### config.mk
export PLATFORM = sky130hd
export DESIGN_NAME = cell_reseq_wheel
export DESIGN_NICKNAME = d
export VERILOG_FILES = /design/src/rtl/reseq_pkg.sv /design/src/rtl/reseq_classify.sv /design/src/rtl/reseq_wheel.sv /design/src/rtl/reseq_link_mem.sv /design/src/rtl/reseq_ready_list.sv /design/src/rtl/cell_reseq_wheel.sv
export SDC_FILE = /design/constraint.sdc
export NUM_CORES = 1
export LEC_CHECK = 0
export ABC_AREA = 1
export BUFFER_PORTS_ARGS = -buffer_cell sky130_fd_sc_hd__buf_2
export CORE_MARGIN = 2
export CORE_UTILIZATION = 55
export CTS_BUF_LIST = sky130_fd_sc_hd__clkbuf_8
export CTS_CLUSTER_SIZE = 24
export DETAILED_ROUTE_END_ITERATION = 12
export PLACE_DENSITY = 0.72
export SLEW_MARGIN = 10
export SYNTH_ARGS = -nofsm -noshare
export SYNTH_HDL_FRONTEND = slang
export SYNTH_HIERARCHICAL = 1
export SYNTH_SLANG_ARGS = --single-unit
### constraint.sdc
create_clock -name clk -period 12.42 [get_ports clk]
set_input_delay 2.484 -clock clk [delete_from_list [all_inputs] [get_ports clk]]
set_output_delay 2.484 -clock clk [all_outputs]
set_load 0.02 [all_outputs]
### src/rtl/reseq_pkg.sv
// Shared definitions for the timing-wheel resequencer.
// Assumes: nothing beyond IEEE 1800-2017 constant functions.
package reseq_pkg;

    // Fate of one arrival, decided from its age
    typedef enum logic [1:0] {
        ARR_IDLE = 2'd0,   // no arrival this cycle
        ARR_PARK = 2'd1,   // append to a future wheel slot
        ARR_PASS = 2'd2,   // due now: append to the ready list
        ARR_DROP = 2'd3    // too old: discard
    } arr_kind_e;

    // Wheel size: a power of two strictly above the longest forward distance
    function automatic int wheel_slots(input int limit, input bit loose);
        int span;
        span = loose ? (2 * limit + 1) : (limit + 1);
        return 1 << $clog2(span);
    endfunction

endpackage

### src/rtl/reseq_classify.sv
// Decides what happens to an arriving cell from its age (now - stamp).
// Ages below the limit park at stamp+limit, age equal to the limit passes
// straight through; in loose mode a second window parks at stamp+2*limit.
// Assumes: 2*AGE_LIMIT < 2**TS_W and SLOTS exceeds every forward distance.
module reseq_classify
    import reseq_pkg::*;
#(
    parameter int TS_W      = 8,
    parameter int AGE_LIMIT = 6,
    parameter bit LOOSE     = 1'b0,
    parameter int SLOT_W    = 3
) (
    input  logic [TS_W-1:0]   now,
    input  logic              in_valid,
    input  logic [TS_W-1:0]   in_ts,
    output arr_kind_e         kind,
    output logic [SLOT_W-1:0] slot
);

    localparam logic [TS_W-1:0] LIM = TS_W'(AGE_LIMIT);

    logic [TS_W-1:0]   age;
    logic [SLOT_W-1:0] due_on;
    logic [SLOT_W-1:0] due_late;
    logic              late_park;
    logic              late_pass;

    assign age    = now - in_ts;
    assign due_on = in_ts[SLOT_W-1:0] + SLOT_W'(AGE_LIMIT);

    // Mode variant: the loose policy adds a second window of ages
    generate
        if (LOOSE) begin : g_loose
            localparam logic [TS_W-1:0] LIM2 = TS_W'(2 * AGE_LIMIT);
            assign late_park = (age > LIM) && (age < LIM2);
            assign late_pass = (age == LIM2);
            assign due_late  = in_ts[SLOT_W-1:0] + SLOT_W'(2 * AGE_LIMIT);
        end else begin : g_strict
            assign late_park = 1'b0;
            assign late_pass = 1'b0;
            assign due_late  = due_on;
        end
    endgenerate

    // Purpose: map the age onto park, pass or drop
    always_comb begin
        kind = ARR_IDLE;
        slot = due_on;
        if (in_valid) begin
            if (age < LIM) begin
                kind = ARR_PARK;
            end else if (age == LIM) begin
                kind = ARR_PASS;
            end else if (late_park) begin
                kind = ARR_PARK;
                slot = due_late;
            end else if (late_pass) begin
                kind = ARR_PASS;
            end else begin
                kind = ARR_DROP;
            end
        end
    end

endmodule

### src/rtl/reseq_wheel.sv
// Wheel of per-slot linked lists: head, tail and an occupied flag per slot.
// Appends one handle per cycle and exposes the slot due for release, which
// is emptied at the same edge. Link writes go out to the shared link memory.
// Assumes: the append slot never equals the release slot.
module reseq_wheel #(
    parameter int SLOTS  = 8,
    parameter int SLOT_W = 3,
    parameter int HW     = 5
) (
    input  logic              clk,
    input  logic              rst_n,
    input  logic              app_en,
    input  logic [SLOT_W-1:0] app_slot,
    input  logic [HW-1:0]     app_handle,
    input  logic [SLOT_W-1:0] rel_slot,
    output logic              rel_v,
    output logic [HW-1:0]     rel_head,
    output logic [HW-1:0]     rel_tail,
    output logic              lnk_we,
    output logic [HW-1:0]     lnk_addr,
    output logic [HW-1:0]     lnk_data
);

    logic [HW-1:0]    head_q [SLOTS];
    logic [HW-1:0]    tail_q [SLOTS];
    logic [SLOTS-1:0] used_q;

    // Purpose: clear the released slot and mark the appended one
    always_ff @(posedge clk) begin
        if (!rst_n) begin
            used_q <= '0;
        end else begin
            used_q[rel_slot] <= 1'b0;
            if (app_en) used_q[app_slot] <= 1'b1;
        end
    end

    // Purpose: move the tail, and the head too when the slot was empty
    always_ff @(posedge clk) begin
        if (app_en) begin
            tail_q[app_slot] <= app_handle;
            if (!used_q[app_slot]) head_q[app_slot] <= app_handle;
        end
    end

    // Purpose: expose the released slot and the link from the old tail
    always_comb begin
        rel_v    = used_q[rel_slot];
        rel_head = head_q[rel_slot];
        rel_tail = tail_q[rel_slot];
        lnk_we   = app_en && used_q[app_slot];
        lnk_addr = tail_q[app_slot];
        lnk_data = app_handle;
    end

    // A parked cell must wait at least one cycle
    assert_no_collide_R2: assert property (@(posedge clk) disable iff (!rst_n)
        app_en |-> (app_slot != rel_slot));

endmodule

### src/rtl/reseq_link_mem.sv
// Next-handle memory shared by the wheel lists and the ready list.
// Two write ports and one asynchronous read port.
// Assumes: the two ports never write the same handle in one cycle.
module reseq_link_mem #(
    parameter int HW = 5
) (
    input  logic          clk,
    input  logic          rst_n,
    input  logic          we_a,
    input  logic [HW-1:0] addr_a,
    input  logic [HW-1:0] data_a,
    input  logic          we_b,
    input  logic [HW-1:0] addr_b,
    input  logic [HW-1:0] data_b,
    input  logic [HW-1:0] rd_addr,
    output logic [HW-1:0] rd_data
);

    localparam int DEPTH = 1 << HW;

    logic [HW-1:0] next_q [DEPTH];

    // Purpose: store up to two links per cycle
    always_ff @(posedge clk) begin
        if (we_a) next_q[addr_a] <= data_a;
        if (we_b) next_q[addr_b] <= data_b;
    end

    assign rd_data = next_q[rd_addr];

    // Two links in one cycle belong to distinct cells
    assert_link_ports_R9: assert property (@(posedge clk) disable iff (!rst_n)
        (we_a && we_b) |-> (addr_a != addr_b));

endmodule

### src/rtl/reseq_ready_list.sv
// Ready list with valid/ready output. Each cycle it pops the head if taken,
// then appends the released slot segment and after it a pass-through cell.
// Assumes: link memory reads are asynchronous and reflect earlier edges.
module reseq_ready_list #(
    parameter int HW = 5
) (
    input  logic          clk,
    input  logic          rst_n,
    input  logic          spl_v,
    input  logic [HW-1:0] spl_head,
    input  logic [HW-1:0] spl_tail,
    input  logic          dir_v,
    input  logic [HW-1:0] dir_handle,
    input  logic          out_ready,
    input  logic [HW-1:0] head_next,
    output logic [HW-1:0] rd_addr,
    output logic          out_valid,
    output logic [HW-1:0] out_handle,
    output logic          tail_we,
    output logic [HW-1:0] tail_addr,
    output logic [HW-1:0] tail_data,
    output logic          inner_we,
    output logic [HW-1:0] inner_addr,
    output logic [HW-1:0] inner_data
);

    logic          live_q;
    logic [HW-1:0] head_q;
    logic [HW-1:0] tail_q;

    logic          pop;
    logic          rem_v;
    logic [HW-1:0] rem_head;
    logic          seg_v;
    logic [HW-1:0] seg_head;
    logic [HW-1:0] seg_tail;
    logic          nxt_v;
    logic [HW-1:0] nxt_head;
    logic [HW-1:0] nxt_tail;

    assign out_valid  = live_q;
    assign out_handle = head_q;
    assign rd_addr    = head_q;

    // Purpose: list left after the pop
    always_comb begin
        pop      = live_q && out_ready;
        rem_v    = live_q && !(pop && (head_q == tail_q));
        rem_head = pop ? head_next : head_q;
    end

    // Purpose: build the segment appended this cycle, splice before pass-through
    always_comb begin
        seg_v      = spl_v || dir_v;
        seg_head   = spl_v ? spl_head : dir_handle;
        seg_tail   = dir_v ? dir_handle : spl_tail;
        inner_we   = spl_v && dir_v;
        inner_addr = spl_tail;
        inner_data = dir_handle;
    end

    // Purpose: join the segment to the remaining list
    always_comb begin
        nxt_v     = rem_v || seg_v;
        tail_addr = tail_q;
        tail_data = seg_head;
        if (rem_v) begin
            nxt_head = rem_head;
            nxt_tail = seg_v ? seg_tail : tail_q;
            tail_we  = seg_v;
        end else begin
            nxt_head = seg_head;
            nxt_tail = seg_tail;
            tail_we  = 1'b0;
        end
    end

    // Purpose: occupancy flag under reset
    always_ff @(posedge clk) begin
        if (!rst_n) live_q <= 1'b0;
        else        live_q <= nxt_v;
    end

    // Purpose: list pointers, meaningful only while the list is live
    always_ff @(posedge clk) begin
        head_q <= nxt_head;
        tail_q <= nxt_tail;
    end

    // Backpressure holds the presented handle
    assert_hold_R8: assert property (@(posedge clk) disable iff (!rst_n)
        (out_valid && !out_ready) |=> (out_valid && $stable(out_handle)));

endmodule

### src/rtl/cell_reseq_wheel.sv
// Timing-wheel cell resequencer top. Classifies each arrival by age, parks
// it in a wheel slot or passes it to the ready list, releases the slot of
// the current time every cycle and counts discarded late cells.
// Assumes: now advances by one per cycle; handles are unique while in flight.
module cell_reseq_wheel
    import reseq_pkg::*;
#(
    parameter int TS_W      = 8,
    parameter int HANDLE_W  = 5,
    parameter int AGE_LIMIT = 6,
    parameter bit LOOSE     = 1'b0,
    parameter int CNT_W     = 8
) (
    input  logic                clk,
    input  logic                rst_n,
    input  logic [TS_W-1:0]     now,
    input  logic                in_valid,
    input  logic [HANDLE_W-1:0] in_handle,
    input  logic [TS_W-1:0]     in_ts,
    output logic                out_valid,
    input  logic                out_ready,
    output logic [HANDLE_W-1:0] out_handle,
    output logic                drop_pulse,
    output logic [CNT_W-1:0]    drop_count
);

    localparam int SLOTS  = wheel_slots(AGE_LIMIT, LOOSE);
    localparam int SLOT_W = $clog2(SLOTS);

    arr_kind_e             kind;
    logic [SLOT_W-1:0]     park_slot;
    logic                  rel_v;
    logic [HANDLE_W-1:0]   rel_head;
    logic [HANDLE_W-1:0]   rel_tail;
    logic                  w_we;
    logic [HANDLE_W-1:0]   w_addr;
    logic [HANDLE_W-1:0]   w_data;
    logic                  t_we;
    logic [HANDLE_W-1:0]   t_addr;
    logic [HANDLE_W-1:0]   t_data;
    logic                  i_we;
    logic [HANDLE_W-1:0]   i_addr;
    logic [HANDLE_W-1:0]   i_data;
    logic [HANDLE_W-1:0]   rd_addr;
    logic [HANDLE_W-1:0]   rd_data;
    logic [CNT_W-1:0]      drops_q;

    reseq_classify #(
        .TS_W(TS_W), .AGE_LIMIT(AGE_LIMIT), .LOOSE(LOOSE), .SLOT_W(SLOT_W)
    ) u_classify (
        .now(now), .in_valid(in_valid), .in_ts(in_ts),
        .kind(kind), .slot(park_slot)
    );

    reseq_wheel #(
        .SLOTS(SLOTS), .SLOT_W(SLOT_W), .HW(HANDLE_W)
    ) u_wheel (
        .clk(clk), .rst_n(rst_n),
        .app_en(kind == ARR_PARK), .app_slot(park_slot), .app_handle(in_handle),
        .rel_slot(now[SLOT_W-1:0]),
        .rel_v(rel_v), .rel_head(rel_head), .rel_tail(rel_tail),
        .lnk_we(w_we), .lnk_addr(w_addr), .lnk_data(w_data)
    );

    reseq_ready_list #(
        .HW(HANDLE_W)
    ) u_ready (
        .clk(clk), .rst_n(rst_n),
        .spl_v(rel_v), .spl_head(rel_head), .spl_tail(rel_tail),
        .dir_v(kind == ARR_PASS), .dir_handle(in_handle),
        .out_ready(out_ready), .head_next(rd_data), .rd_addr(rd_addr),
        .out_valid(out_valid), .out_handle(out_handle),
        .tail_we(t_we), .tail_addr(t_addr), .tail_data(t_data),
        .inner_we(i_we), .inner_addr(i_addr), .inner_data(i_data)
    );

    // Wheel appends and splice-to-pass links never occur in the same cycle
    reseq_link_mem #(
        .HW(HANDLE_W)
    ) u_links (
        .clk(clk), .rst_n(rst_n),
        .we_a(t_we), .addr_a(t_addr), .data_a(t_data),
        .we_b(w_we || i_we),
        .addr_b(w_we ? w_addr : i_addr),
        .data_b(w_we ? w_data : i_data),
        .rd_addr(rd_addr), .rd_data(rd_data)
    );

    assign drop_pulse = (kind == ARR_DROP);
    assign drop_count = drops_q;

    // Purpose: wrapping count of discarded arrivals
    always_ff @(posedge clk) begin
        if (!rst_n)          drops_q <= '0;
        else if (drop_pulse) drops_q <= drops_q + 1'b1;
    end

    // Each drop adds exactly one
    assert_drop_step_R7: assert property (@(posedge clk) disable iff (!rst_n)
        drop_pulse |=> (drop_count == $past(drop_count) + 1'b1));

    // No drop, no change
    assert_drop_idle_R7: assert property (@(posedge clk) disable iff (!rst_n)
        !drop_pulse |=> $stable(drop_count));

    // A released slot always lands on the output
    assert_release_lands_R3: assert property (@(posedge clk) disable iff (!rst_n)
        rel_v |=> out_valid);

endmodule

# Yosys cells after proc, flatten, opt, wreduce, memory -nomap -nowiden
# Memory sizes are Yosys's and may differ from the RTL's. A register that Yosys moved wholly into a read port is not among the register bits.
# Cells that the tools add are included.
# W data, S select, Z words.
# op_classes
n_reduce_logical,11
bitwise_logic,3
n_eq_ne,7
addsub,3
muxes,30
order_cmp,5
# ops
cell,n
$mux W5,8
$mux W1,15
$add A8 B1 Y8 const B,1
$and A8 B8 Y8,1
$eq A8 B3 Y1 const B,1
$lt A3 B4 Y1 const B,2
$lt A8 B3 Y1 const B,1
$mux W8,1
$not A8 Y8,1
$or A8 B8 Y8,1
$sub A8 B8 Y8,1
$logic_and A1 B1 Y1,7
$bmux W1 S3,2
$demux W1 S3,2
$ge A3 B1 Y1 const B,2
$eq A5 B5 Y1,1
$eq A2 B2 Y1 const B,2
$mux W2,2
$add A3 B3 Y3 const B,1
$logic_or A1 B1 Y1,3
$eq A2 B1 Y1 const B,1
$ne A2 B1 Y1 const B,1
$ne A2 B2 Y1 const B,1
$logic_not A1 Y1,1
# totals
ram_bits,240
reg_bits,27
memories,3
elab_cells,67
input_bits,25
# memory_table
name,words,width,read_ports,rd_ports_with_merged_regs,wr,line_no,source
u_links.next_q,32,5,1,1,2,reseq_link_mem.sv:21,logic [HW-1:0] next_q [DEPTH];
u_wheel.head_q,8,5,1,0,1,reseq_wheel.sv:24,logic [HW-1:0] head_q [SLOTS];
u_wheel.tail_q,8,5,2,0,1,reseq_wheel.sv:25,logic [HW-1:0] tail_q [SLOTS];

# Depth between registers and ports, before layout
# Gate-level depths: netlist of the first run.
# depth
depth_word,10
ltp_mapped,28

# By module
# Netlist of the first run, hierarchy kept.
# modules_own_cells
mod,cells_each,seq_area_each_um2,area_each_um2,n_inst
reseq_link_mem,1027,4804.6,8607.0,1
reseq_wheel,527,2562.5,4383.0,1
reseq_ready_list,105,320.3,784.5,1
cell_reseq_wheel,101,160.2,554.3,1
reseq_classify,78,0.0,440.4,1

# Least setup slack after synthesis of the first run
# No wires, ideal clock.
# synth_path
kind,input-to-output
from,input port now[0]
to,output port drop_pulse
path_stages,16
t_arrival_ps,4016
slack_ps,5920
cell_sequence,inv_1 -> ha_1 -> inv_2 -> fa_1 -> nand2_1 -> nand2_1 -> nand3b_4 -> nand2_2 -> nand2_1 -> nand2_1 -> nor2_2 -> nand3_1 -> nand2_1 -> inv_1 -> nand2_2 -> inv_1
# synth_between
elab_chain_len,6
elab_cells_between_ends,7
classes_between,add/sub: 1; order compare: 1; eq/ne: 2; mux: 3
# synth_lines
item,line_no,source
"start, declared",cell_reseq_wheel.sv:16,"input logic [TS_W-1:0] now,"
$sub A8 B8 Y8 *,reseq_classify.sv:28,assign age = now - in_ts;
"parallel branches: the longest is 2 deep, another holds $lt A8 B3 Y1",n/a,
$mux W2 *,reseq_classify.sv:50,if (age < LIM) begin
$mux W2 *,reseq_classify.sv:49,if (in_valid) begin
via kind[0],cell_reseq_wheel.sv:30,arr_kind_e kind;
$eq A2 B2 Y1 *,cell_reseq_wheel.sv:89,assign drop_pulse = (kind == ARR_DROP);
"end, declared",cell_reseq_wheel.sv:23,"output logic drop_pulse,"
# Mark *: on every way through the listed nets, which the timed path passes.

==> summary.md, run 1 <==
| Metric | Value |
|---|---|
| Status | complete, no violations |
| Seq/Total Area, Yosys | 53.1% |
| Core Region | about 26000 um2 |
| Gate Count Post-Synth | ~1800 |
| CTS tree | built |
| CP Max Fanout | 50 |
| Critical path class | primary input to register |
| Slew headroom | 35.9% |
| WL per Instance | 17.3 um |
| Setup TNS | 0 ns |
| Total routed wirelength | around 38000 um |
| Post-Route Utilization | 60.1% |
| CP Capture Type | register |
| HP Class | register to register |
| H-Tree Depth | 2 |
| Clock insertion delay at the later pin of the skew report | about 0.55 ns |
| CP required | 12.61 ns |
| XOR/XNOR Fraction of Synth Area | 0.178% |
| Place WS | around 4 ns |
| Final Max Slew Viols | 0 |
| Full die area | about 28000 um2 |
| Maximum root-to-sink buffer count | 3 |
| Clock power share | about 37% |
| CP max-delay cell | nor3_2 |
| Ys Warns | 6 |
| Starting DRT DRC Count | 1355 |
| Gate power share | around 18% |
| Share of cells above drive strength 1 | under 10% |
| Max-cap violations | 0 |
| Post-Syn Area | roughly 15000 um2 |
| CTS Buf Count | 46 |
| Antenna violations before repair | 0 |
| GP Congestion | between 0.8 and 0.9 |
| Vias | roughly 12000 |
| Largest net degree at the start of global routing | 84 |
| Largest family of logic cells by synthesized area | simple AND/OR/NAND/NOR gates |
| RSZ-0062 raised after global routing | false |
| Post-DP Area | about 15000 um2 |
| Fmax | around 120 MHz |
| Maximum vdd drop | just over 0.1 mV |
| Placement row count | 59 |
| Synthesized Nets | between 1500 and 2000 |
| Setup crit start kind | primary input |
| Post-CTS setup buffers | 0 |
| Hold_buf cts | 0 |
| Seq pwr share | 45.7% |
| Die Ht | between 150 and 200 um |
| Switching Share | 29.3% |
| Mux contribution to synthesized area | 0% |
| Final count of hold timing violations | 0 |
| Unique masters post-synth | 35 |
| WHS | between 0.4 and 0.5 ns |
| Setup Viol. Count Final | 0 |
| Synth Area in Compound Gates | 8.94% |
| Clock Pin Slew Worst Setup and Hold Paths | about 0.060 ns |
| Area contributors post-synth | edfxtp_1, nand2_1, o21ai_1, nand3_1, inv_1 |
| Clock net sink count | roughly 270 |
| Clk_skew | 0.0176 ns |
| Critical path's most frequent cell | nand2_1 |
| DRC | 0 |
| Post-synth EDFFs | 250 |
| Antenna-violating nets left | 0 |
| Final period util | ~65% |
| First-pass iteration count of the detailed router | 6 |
| Post-synthesis async set-or-reset flop share | 0% |
| Setup WS post-layout | approximately 4.4 ns |
| Switching power | 659 uW |
| Worst path arrival time | around 8 ns |
| Total track usage | a little over a quarter |
| IO Pins | 40 |
| Adder-cell area share of the yosys netlist | 0.813% |
| Die Wd | 168 um |
| Total global routing overflow | 0 |
| DPL Wire Length | around 23000 um |
| FF+latch count, synth | approximately 270 |
| First-pass GRT wire length | ~59000 um |
| Via/cell ratio | 5.62 |
| Vias in the first global route | 11412 |
| P_int | between 1500 and 2000 uW |
| Synth-to-Final Area Change | 6.61% |
| Leading area contributor after synthesis | edfxtp_1 |
| R2R Setup Slk | approximately 8.3 ns |
| Post-route cell area | 15700 um2 |
| Power density cells | roughly 140 nW/um2 |
| Port bufs | 39 |
| Filler cell count | ~2300 |
| Post-synth top area share | around 51% |
| Slew @ Worst Pin | 0.957 ns |
| Cell Chain, Critical Path | buf_2 -> ha_1 -> inv_2 -> fa_1 -> nand2_1 -> nand2_1 -> nand3b_4 -> nand2_2 -> nand2_1 -> nand2_1 -> nor2_2 -> nand3_1 -> nand2_1 -> inv_1 -> nor2_1 -> inv_1 -> nor2_1 -> clkinv_1 -> nand2_1 -> nand2_1 -> nor3_2 -> nand2_1 -> o21ai_0 |
| Clk root buf | clkbuf_8 |
| Max stage delay on crit path | 0.82 ns |
| Simple-gate share of the synthesized area | between 20% and 30% |
| PostCTS Resize Cnt | 0 |
| Final Net Count | ~1800 |
| Initial core utilization | a little under three fifths |
| Leak | roughly 0.0068 uW |
| Synth Flop Type | edfxtp_1 |
| Final min period | between 8 and 9 ns |
| Avg Cell Area, Syn | around 8 um2 |
[kinds of logic (layout without fill, tap and decap cells)]
logic type / after synthesis / in the layout
flops: 267 / 267
xor+xnor: 3 / 3
other cells: 0 / 1
fa+ha+maj: 9 / 9
compound gates: 263 / 263
simple gates: 1035 / 1035
buf+inv: 261 / 256
[synthesized netlist by cell type (9+ instances only)]
| cell | n |
|---|---|
| a21oi_1 | 20 |
| buf_1 | 17 |
| buf_2 | 57 |
| buf_4 | 26 |
| clkbuf_1 | 42 |
| dfxtp_1 | 17 |
| edfxtp_1 | 250 |
| inv_1 | 104 |
| inv_2 | 10 |
| nand2_1 | 793 |
| nand3_1 | 161 |
| nor2_1 | 39 |
| nor3_1 | 9 |
| o21ai_0 | 75 |
| o21ai_1 | 167 |
[worst max-delay path, delay by kind of cell]
| family | cells | cell delay (ns) |
|---|---|---|
| and+or+nand+nor | 15 | 3.34 |
| buffers and inverters | 5 | 1.27 |
| adders and majority gates | 2 | 0.68 |
| AOI/OAI and AO/OA | 1 | 0.40 |
[path summary, 6_finish.rpt]
check / from / endpoint / cells after the start
worst min-delay path: u_wheel/used_q[0]$_SDFF_PN0_ / u_wheel/used_q[0]$_SDFF_PN0_ / 2
worst min register to register: u_wheel/used_q[0]$_SDFF_PN0_ / u_wheel/used_q[0]$_SDFF_PN0_ / 2
worst max-delay path: in_ts[0] / u_links/next_q[16][2]$_DFFE_PP_ / 23
worst max register to register: u_wheel/used_q[1]$_SDFF_PN0_ / u_links/next_q[16][2]$_DFFE_PP_ / 12
[cell usage in the layout (no fill, tap or decap), types with 2 or more instances in the layout]
cell,synthesis,routed
a21oi_1,20,20
nor2_2,6,6
clkinv_2,0,4
inv_1,104,116
o21ai_0,75,75
inv_6,0,2
ha_1,8,8
nand2_2,4,4
nor3_2,8,8
bufinv_16,0,4
edfxtp_1,250,250
nor3_1,9,9
nor2_1,39,39
nand3b_1,2,2
buf_2,57,39
xnor2_1,3,3
inv_2,10,10
clkbuf_8,0,52
dfxtp_1,17,17
o21ai_1,167,162
or2_1,2,2
o21ai_2,0,5
nor3_4,3,3
buf_4,26,15
clkinv_1,2,14
nand2_1,793,793
nand3_1,161,161
[power groups by stage]
stage / sequential (uW) / clock [uW] / combinational, uW
2_1_floorplan: 1040 / 0 / 292
3_5_place_dp: 1040 / 0 / 390
6_report: 1030 / 821 / 398
5_1_grt: 1030 / 874 / 442
3_3_place_gp: 1040 / 0 / 384
4_1_cts: 1030 / 834 / 391
[layer usage]
metal	up-vias	track usage, %	part of all wire (%)
met2	632	44.5	47
met5	-	0	0
met4	0	9.75	3.0
li1	5956	-	-
met3	106	3.88	9.5
met1	5498	35.3	40
[registers in the layout, indices dropped and copies added, names as in the netlist]
signal and flops:
u_wheel/used_q 8, u_ready/out_handle 5, drop_count 8, u_links/next_q 160, u_ready/tail_addr 5, u_wheel/head_q 40
u_wheel/tail_q 40, u_ready/out_valid 1
[metrics by stage]
stage / total power (uW) / instances
2_1_floorplan: 1330 / 1838
3_3_place_gp: 1430 / 2082
3_5_place_dp: 1430 / 2082
4_1_cts: 2250 / 2168
5_1_grt: 2340 / 2168
6_report: 2240 / 2169
[cell type report]
cell class	instances	area (um2)	area share, %
tap	335	419	2.66
antenna	1	2.50	0.0159
clock buffer	52	716	4.55
sequential	267	7850	49.8
inverter	116	435	2.77
clock inverter	34	248	1.57
multi-input combinational	1310	5770	36.6
timing repair buffer	54	308	1.95
No activity file was read; power rests on OpenSTA's default activity.
==> run 2, diff against run 1 <==
- PLACE_DENSITY: 0.72 -> 0.74
- clock period: 12.42 -> 6.5 ns (I/O delays scaled with it)
==> run 2 against run 1 <==
Effect of this change:
- setup slack lost 3.6 ns
- sequential power increased by 90%
- combinational power increased by 98%
- highest routed layer unchanged
- global-route usage is 0.59 points higher
- die area did not move
- sequential share of layout area shrank 0.12 points
- non-clock buffer count is 8 higher
- power up 90%
- first-iteration DRC count increased by 9.5%
==> summary.md, run 2 (synthesis results as in run 1) <==
| Metric | Value |
|---|---|
| Power density cells | roughly 270 nW/um2 |
| Critical path class | primary input to register |
| Place WS | between 0.3 and 0.4 ns |
| Antenna violations before repair | 0 |
| Switching power | between 1000 and 1500 uW |
| DPL Wire Length | between 20000 and 25000 um |
| Cell family with most CP delay | simple AND/OR/NAND/NOR gates |
| RSZ-0062 raised after global routing | false |
| CTS tree | built |
| PostCTS Resize Cnt | 0 |
| Max reg flops | 160 |
| Maximum root-to-sink buffer count | 3 |
| Setup TNS | 0 ns |
| Post-DP Area | roughly 15000 um2 |
| Largest net degree at the start of global routing | between 80 and 90 |
| Final min period | about 5.7 ns |
| Max stage delay on crit path | slightly above 0.9 ns |
| P_int | ~3000 uW |
| First-pass GRT wire length | about 60000 um |
| Clock insertion delay at the later pin of the skew report | about 0.57 ns |
| Vias in the first global route | approximately 12000 |
| Total track usage | ~27% |
| Vias | ~12000 |
| Commonest non-fill, non-tap cell in the layout | nand2_1 |
| Maximum vdd drop | between 0.2 and 0.3 mV |
| Antenna-violating nets left | 0 |
| GP Congestion | 0.899 |
| Starting DRT DRC Count | 1484 |
| Setup crit start kind | primary input |
| Setup WS post-layout | about 0.82 ns |
| First-pass iteration count of the detailed router | 5 |
| Worst r2r path cells | 13 |
| CTS Buf Count | 44 |
| CP Max Fanout | 17 |
| Slew @ Worst Pin | 1.25 ns |
| ANT cells | 0 |
| CP max-delay cell | nor3_2 |
| Critical path's most frequent cell | nand2_1 |
| WL per Instance | between 15 and 20 um |
| Final Max Slew Viols | 0 |
| Synth-to-Final Area Change | 6.87% |
| IO Pins | 40 |
| Slew headroom | 16.5% |
| Full die area | around 28000 um2 |
| Hold_buf cts | 0 |
| Status | complete, no violations |
| Setup Viol. Count Final | 0 |
| Fmax | between 150 and 200 MHz |
| Stages on the worst setup path | 24 |
| Largest Register | u_links/next_q |
| Die Wd | between 150 and 200 um |
| Final Net Count | 1835 |
| Clk_skew | 0.0372 ns |
| Clock power share | 35.7% |
| DRC | 0 |
| Share of cells above drive strength 1 | under 10% |
| HP Class | register to register |
| Clock net sink count | ~270 |
| Leak | ~0.0069 uW |
| Post-CTS setup buffers | 0 |
| CP Capture Type | register |
| Most frequent cells in the layout | nand2_1, edfxtp_1, o21ai_1, nand3_1, inv_1 |
| Total routed wirelength | about 38000 um |
| Gate power share | between 10% and 20% |
| WHS | between 0.4 and 0.5 ns |
| Critical path buffers and inverters | 7 |
| Hold path depth | 2 |
| Initial core utilization | approximately 56% |
| Final period util | 87.3% |
| Biggest regs | u_links/next_q x160, u_wheel/head_q x40, u_wheel/tail_q x40 |
| Filler cell count | 2247 |
| Die Ht | between 150 and 200 um |
| Placement row count | 59 |
| Core Region | ~26000 um2 |
| Total global routing overflow | 0 |
| CP required | approximately 6.7 ns |
| Seq pwr share | 45.9% |
| Via/cell ratio | 5.70 |
| Post-route cell area | ~16000 um2 |
| Port bufs | 39 |
| Worst path arrival time | between 5 and 6 ns |
| Tot Pwr | roughly 4300 uW |
| Max-cap violations | 0 |
| Clk root buf | clkbuf_8 |
| H-Tree Depth | 2 |
| Clock Pin Slew Worst Setup and Hold Paths | roughly 0.07 ns |
| Cell Chain, Critical Path | buf_2 -> inv_1 -> fa_1 -> nand2_1 -> nand2_1 -> nand3b_4 -> nand2_2 -> nand2_1 -> nand2_1 -> nor2_2 -> nand3_1 -> nand2_1 -> inv_1 -> nor2_1 -> buf_4 -> inv_1 -> nor2_1 -> buf_4 -> clkinv_1 -> nand2_1 -> nand2_1 -> nor3_2 -> nand2_1 -> o21ai_0 |
| Final count of hold timing violations | 0 |
| Switching Share | between 30% and 40% |
## run 2: cell types whose count changed in the layout (fill, tap and decap cells not counted), sizes merged
cell	change
clkinv	+5
clkbuf	-5
inv	-6
diode	-1
clkinvlp	+1
buf	+8
## run 2: cell type report
| type | count | area, um2 | area share (%) |
|---|---|---|---|
| clock buffers | 47 | 647 | 4.10 |
| clock inverters | 34 | 273 | 1.73 |
| inverters | 116 | 435 | 2.76 |
| multi-input cells | 1310 | 5770 | 36.6 |
| flip-flops and latches | 267 | 7850 | 49.7 |
| well taps | 335 | 419 | 2.66 |
| repair buffers | 62 | 393 | 2.49 |
## run 2: path summary, 6_finish.rpt
path                                startpoint                             end  slack (ns)
setup / recovery                      in_ts[1]  u_links/next_q[0][2]$_DFFE_PP_        0.82
hold / removal    u_wheel/used_q[4]$_SDFF_PN0_    u_wheel/used_q[4]$_SDFF_PN0_        0.47
setup reg to reg  u_wheel/used_q[2]$_SDFF_PN0_  u_links/next_q[0][2]$_DFFE_PP_        2.68
hold reg to reg   u_wheel/used_q[4]$_SDFF_PN0_    u_wheel/used_q[4]$_SDFF_PN0_        0.47
## run 2: power groups by stage
stage	logic [uW]	registers [uW]	clock network, uW
global route	867	1960	1610
finish	787	1960	1530
global placement	757	1990	0
floorplan	558	1980	0
CTS	768	1960	1540
detailed placement	765	2000	0
## run 2: worst min-delay path: cells and delay by family, from the launching register on
family / cells / cell delay, ns
AOI/OAI and AO/OA: 1 / 0.05
and+or+nand+nor: 1 / 0.06
DFF: 1 / 0.31
## run 2: through the flow
step | util, % | instances
floorplan | - | 1838
global placement | 56.7 | 2090
detailed placement | 56.7 | 2090
CTS | 60.2 | 2171
global route | 60.2 | 2171
finish | 60.2 | 2171
## run 2: metal layers
metal	track usage, %	part of all wire (%)	vias to the layer above
met5	0	0	-
met4	10.9	3.9	0
met3	5.29	12	119
met2	43.5	45	706
met1	36.6	40	5594
li1	-	-	5963
==> run 3, diff against run 2 <==
- CORE_MARGIN: 2 -> not set
- MAX_ROUTING_LAYER: not set -> met4
- PLACE_DENSITY: 0.74 -> 0.72
- clock period: 6.5 -> 7.1 ns (I/O delays scaled with it)
==> run 3 against run 2 <==
Effect of this change:
- the run now ends with design-rule violations left
- clock skew fell by 0.0059 ns
- routed wire length about the same
- power down 12%
- worst hold slack got worse by 0.0038 ns
- cell area shrank 1.2%
- sequential share of layout area is 0.59 points higher
- register-to-register slack better by 0.58 ns
- largest cell class unchanged
==> summary.md, run 3 (synthesis results as in run 1) <==
| Metric | Value |
|---|---|
| Most frequent cells in the layout | nand2_1, edfxtp_1, o21ai_1, nand3_1, inv_1 |
| Cell Chain, Critical Path | buf_2 -> inv_1 -> fa_1 -> nand2_1 -> nand2_1 -> nand3b_4 -> nand2_2 -> nand2_1 -> nand2_1 -> nor2_2 -> nand3_1 -> nand2_1 -> inv_1 -> nor2_1 -> inv_1 -> nor2_1 -> buf_4 -> clkinv_1 -> nand2_1 -> nand2_1 -> nor3_2 -> nand2_1 -> o21ai_0 |
| Filler cell count | about 2300 |
| Hold worst-path end | u_wheel/used_q[4]$_SDFF_PN0_ |
| H-Tree Depth | 2 |
| Setup crit start kind | primary input |
| Commonest non-fill, non-tap cell in the layout | nand2_1 |
| Max reg flops | between 150 and 200 |
| Core Region | roughly 26000 um2 |
| Placement row count | approximately 60 |
| CP Max Fanout | 17 |
| Final min period | roughly 6 ns |
| Slew @ Worst Pin | roughly 1.2 ns |
| Total track usage | 28.3% |
| First-pass GRT wire length | roughly 59000 um |
| Via/cell ratio | 5.61 |
| Fmax | around 160 MHz |
| Vias in the first global route | 11370 |
| CP Capture Type | register |
| Hold_buf cts | 0 |
| Port bufs | 39 |
| Critical path's most frequent cell | nand2_1 |
| Worst r2r path cells | 13 |
| CTS Buf Count | 45 |
| CTS tree | built |
| Clock Pin Slew Worst Setup and Hold Paths | 0.06 ns |
| RSZ-0062 raised after global routing | false |
| Maximum vdd drop | 0.171 mV |
| Max stage delay on crit path | a little over 1 ns |
| PostCTS Resize Cnt | 0 |
| Final Net Count | between 1500 and 2000 |
| Die Ht | 166 um |
| Maximum root-to-sink buffer count | 3 |
| Clock insertion delay at the later pin of the skew report | a little under 0.6 ns |
| Critical path class | primary input to register |
| Antenna-violating nets left | 0 |
| FF-to-FF End | u_links/next_q[8][0]$_DFFE_PP_ |
| Setup Viol. Count Final | 0 |
| CP max-delay cell | nor3_2 |
| Largest Register | u_links/next_q |
| Critical R2R Launch | u_wheel/used_q[1]$_SDFF_PN0_ |
| Slew headroom | 17.1% |
| Full die area | about 28000 um2 |
| Final Max Slew Viols | 0 |
| DRC | 5 |
| Hold path depth | 2 |
| Status | finished with violations |
| R2R Setup Slk | 3.26 ns |
| Largest net degree at the start of global routing | 84 |
| Biggest regs | u_links/next_q x160, u_wheel/head_q x40, u_wheel/tail_q x40 |
| Post-CTS setup buffers | 0 |
| Clk_skew | between 0.03 and 0.04 ns |
| WL per Instance | approximately 17 um |
| DPL Wire Length | 23000 um |
| Share of cells above drive strength 1 | approximately 8.3% |
| Setup WS post-layout | 0.968 ns |
| First-pass iteration count of the detailed router | 10 |
| Final period util | 86.4% |
| Clock net sink count | around 270 |
| Failing checks | design-rule violations |
| IO Pins | 40 |
| Power density cells | between 200 and 250 nW/um2 |
| Clk root buf | clkbuf_8 |
| Worst path arrival time | approximately 6.3 ns |
| Place WS | approximately 0.5 ns |
| Initial core utilization | 56.4% |
| Synth-to-Final Area Change | 5.63% |
| Starting DRT DRC Count | between 1500 and 2000 |
| Total global routing overflow | 0 |
| GP Congestion | roughly 0.9 |
| Die Wd | around 170 um |
| Setup TNS | 0 ns |
| Leak | around 0.0068 uW |
| Max-cap violations | 0 |
| Vias | between 10000 and 15000 |
| Total routed wirelength | between 30000 and 40000 um |
| Antenna violations before repair | 0 |
| ANT cells | 0 |
| Hold Crit Start | u_wheel/used_q[4]$_SDFF_PN0_ |
| HP Class | register to register |
| CP required | 7.31 ns |
| Final count of hold timing violations | 0 |
## run 3: cell count changes in the layout (fill, tap and decap cells not counted), sizes merged
cell and delta:
inv +10, buf -6, clkinv -5, bufinv -3
clkbuf -2, clkinvlp -1
## run 3: final cells by class
cell class                      instances  area (um2)  area share (%)
Timing Repair Buffer                   56         323            2.07
Clock buffer                           45         619            3.97
Clock inverter                         35         186            1.20
Sequential cell                       267        7850            50.3
Tap cell                              335         419            2.69
Inverter                              116         435            2.79
Multi-Input combinational cell       1310        5770            37.0
## run 3: critical path: cells and delay by family
family / cells / cell delay [ns]
AOI/OAI and AO/OA: 1 / 0.44
adders and majority gates: 1 / 0.50
buffers and inverters: 6 / 0.89
and+or+nand+nor: 15 / 3.08
## run 3: worst max path at each step
stage,startpoint,to,depth (start not counted)
final,in_ts[1],u_links/next_q[8][0]$_DFFE_PP_,23
after global routing,in_ts[1],u_links/next_q[8][1]$_DFFE_PP_,23
after CTS,in_ts[1],u_links/next_q[4][1]$_DFFE_PP_,23
after detailed placement,in_ts[1],u_links/next_q[4][2]$_DFFE_PP_,23
after global placement,in_ts[1],u_links/next_q[4][0]$_DFFE_PP_,23
after floorplan,now[0],u_links/next_q[11][0]$_DFFE_PP_,26
## run 3: metal layers
metal  share of wire, %  track usage [%]  wire, um
met2                 47             46.5     17700
met5                  0                -         0
met3                8.8             4.22      3320
met1                 41             35.7     15500
met4                3.2             10.6      1200
## run 3: stage by stage
stage / total power [uW] / instances / cell area, um2 / hold WS, ns / utilization, %
5_1_grt: 3910 / 2164 / 15600 / 0.488 / 59.5
2_1_floorplan: 2330 / 1838 / 14800 / 0.444 / -
3_5_place_dp: 2510 / 2084 / 14800 / 0.455 / 56.5
3_3_place_gp: 2500 / 2084 / 14800 / 0.454 / 56.5
4_1_cts: 3750 / 2164 / 15600 / 0.463 / 59.5
6_report: 3740 / 2164 / 15600 / 0.466 / 59.5
## run 3: where the power goes
| part | internal [uW] | switching (uW) | total, uW |
|---|---|---|---|
| Sequential | 1760 | 42.3 | 1800 |
| Combinational | 196 | 499 | 694 |
| Clock | 631 | 616 | 1250 |
| Total | 2590 | 1160 | 3740 |
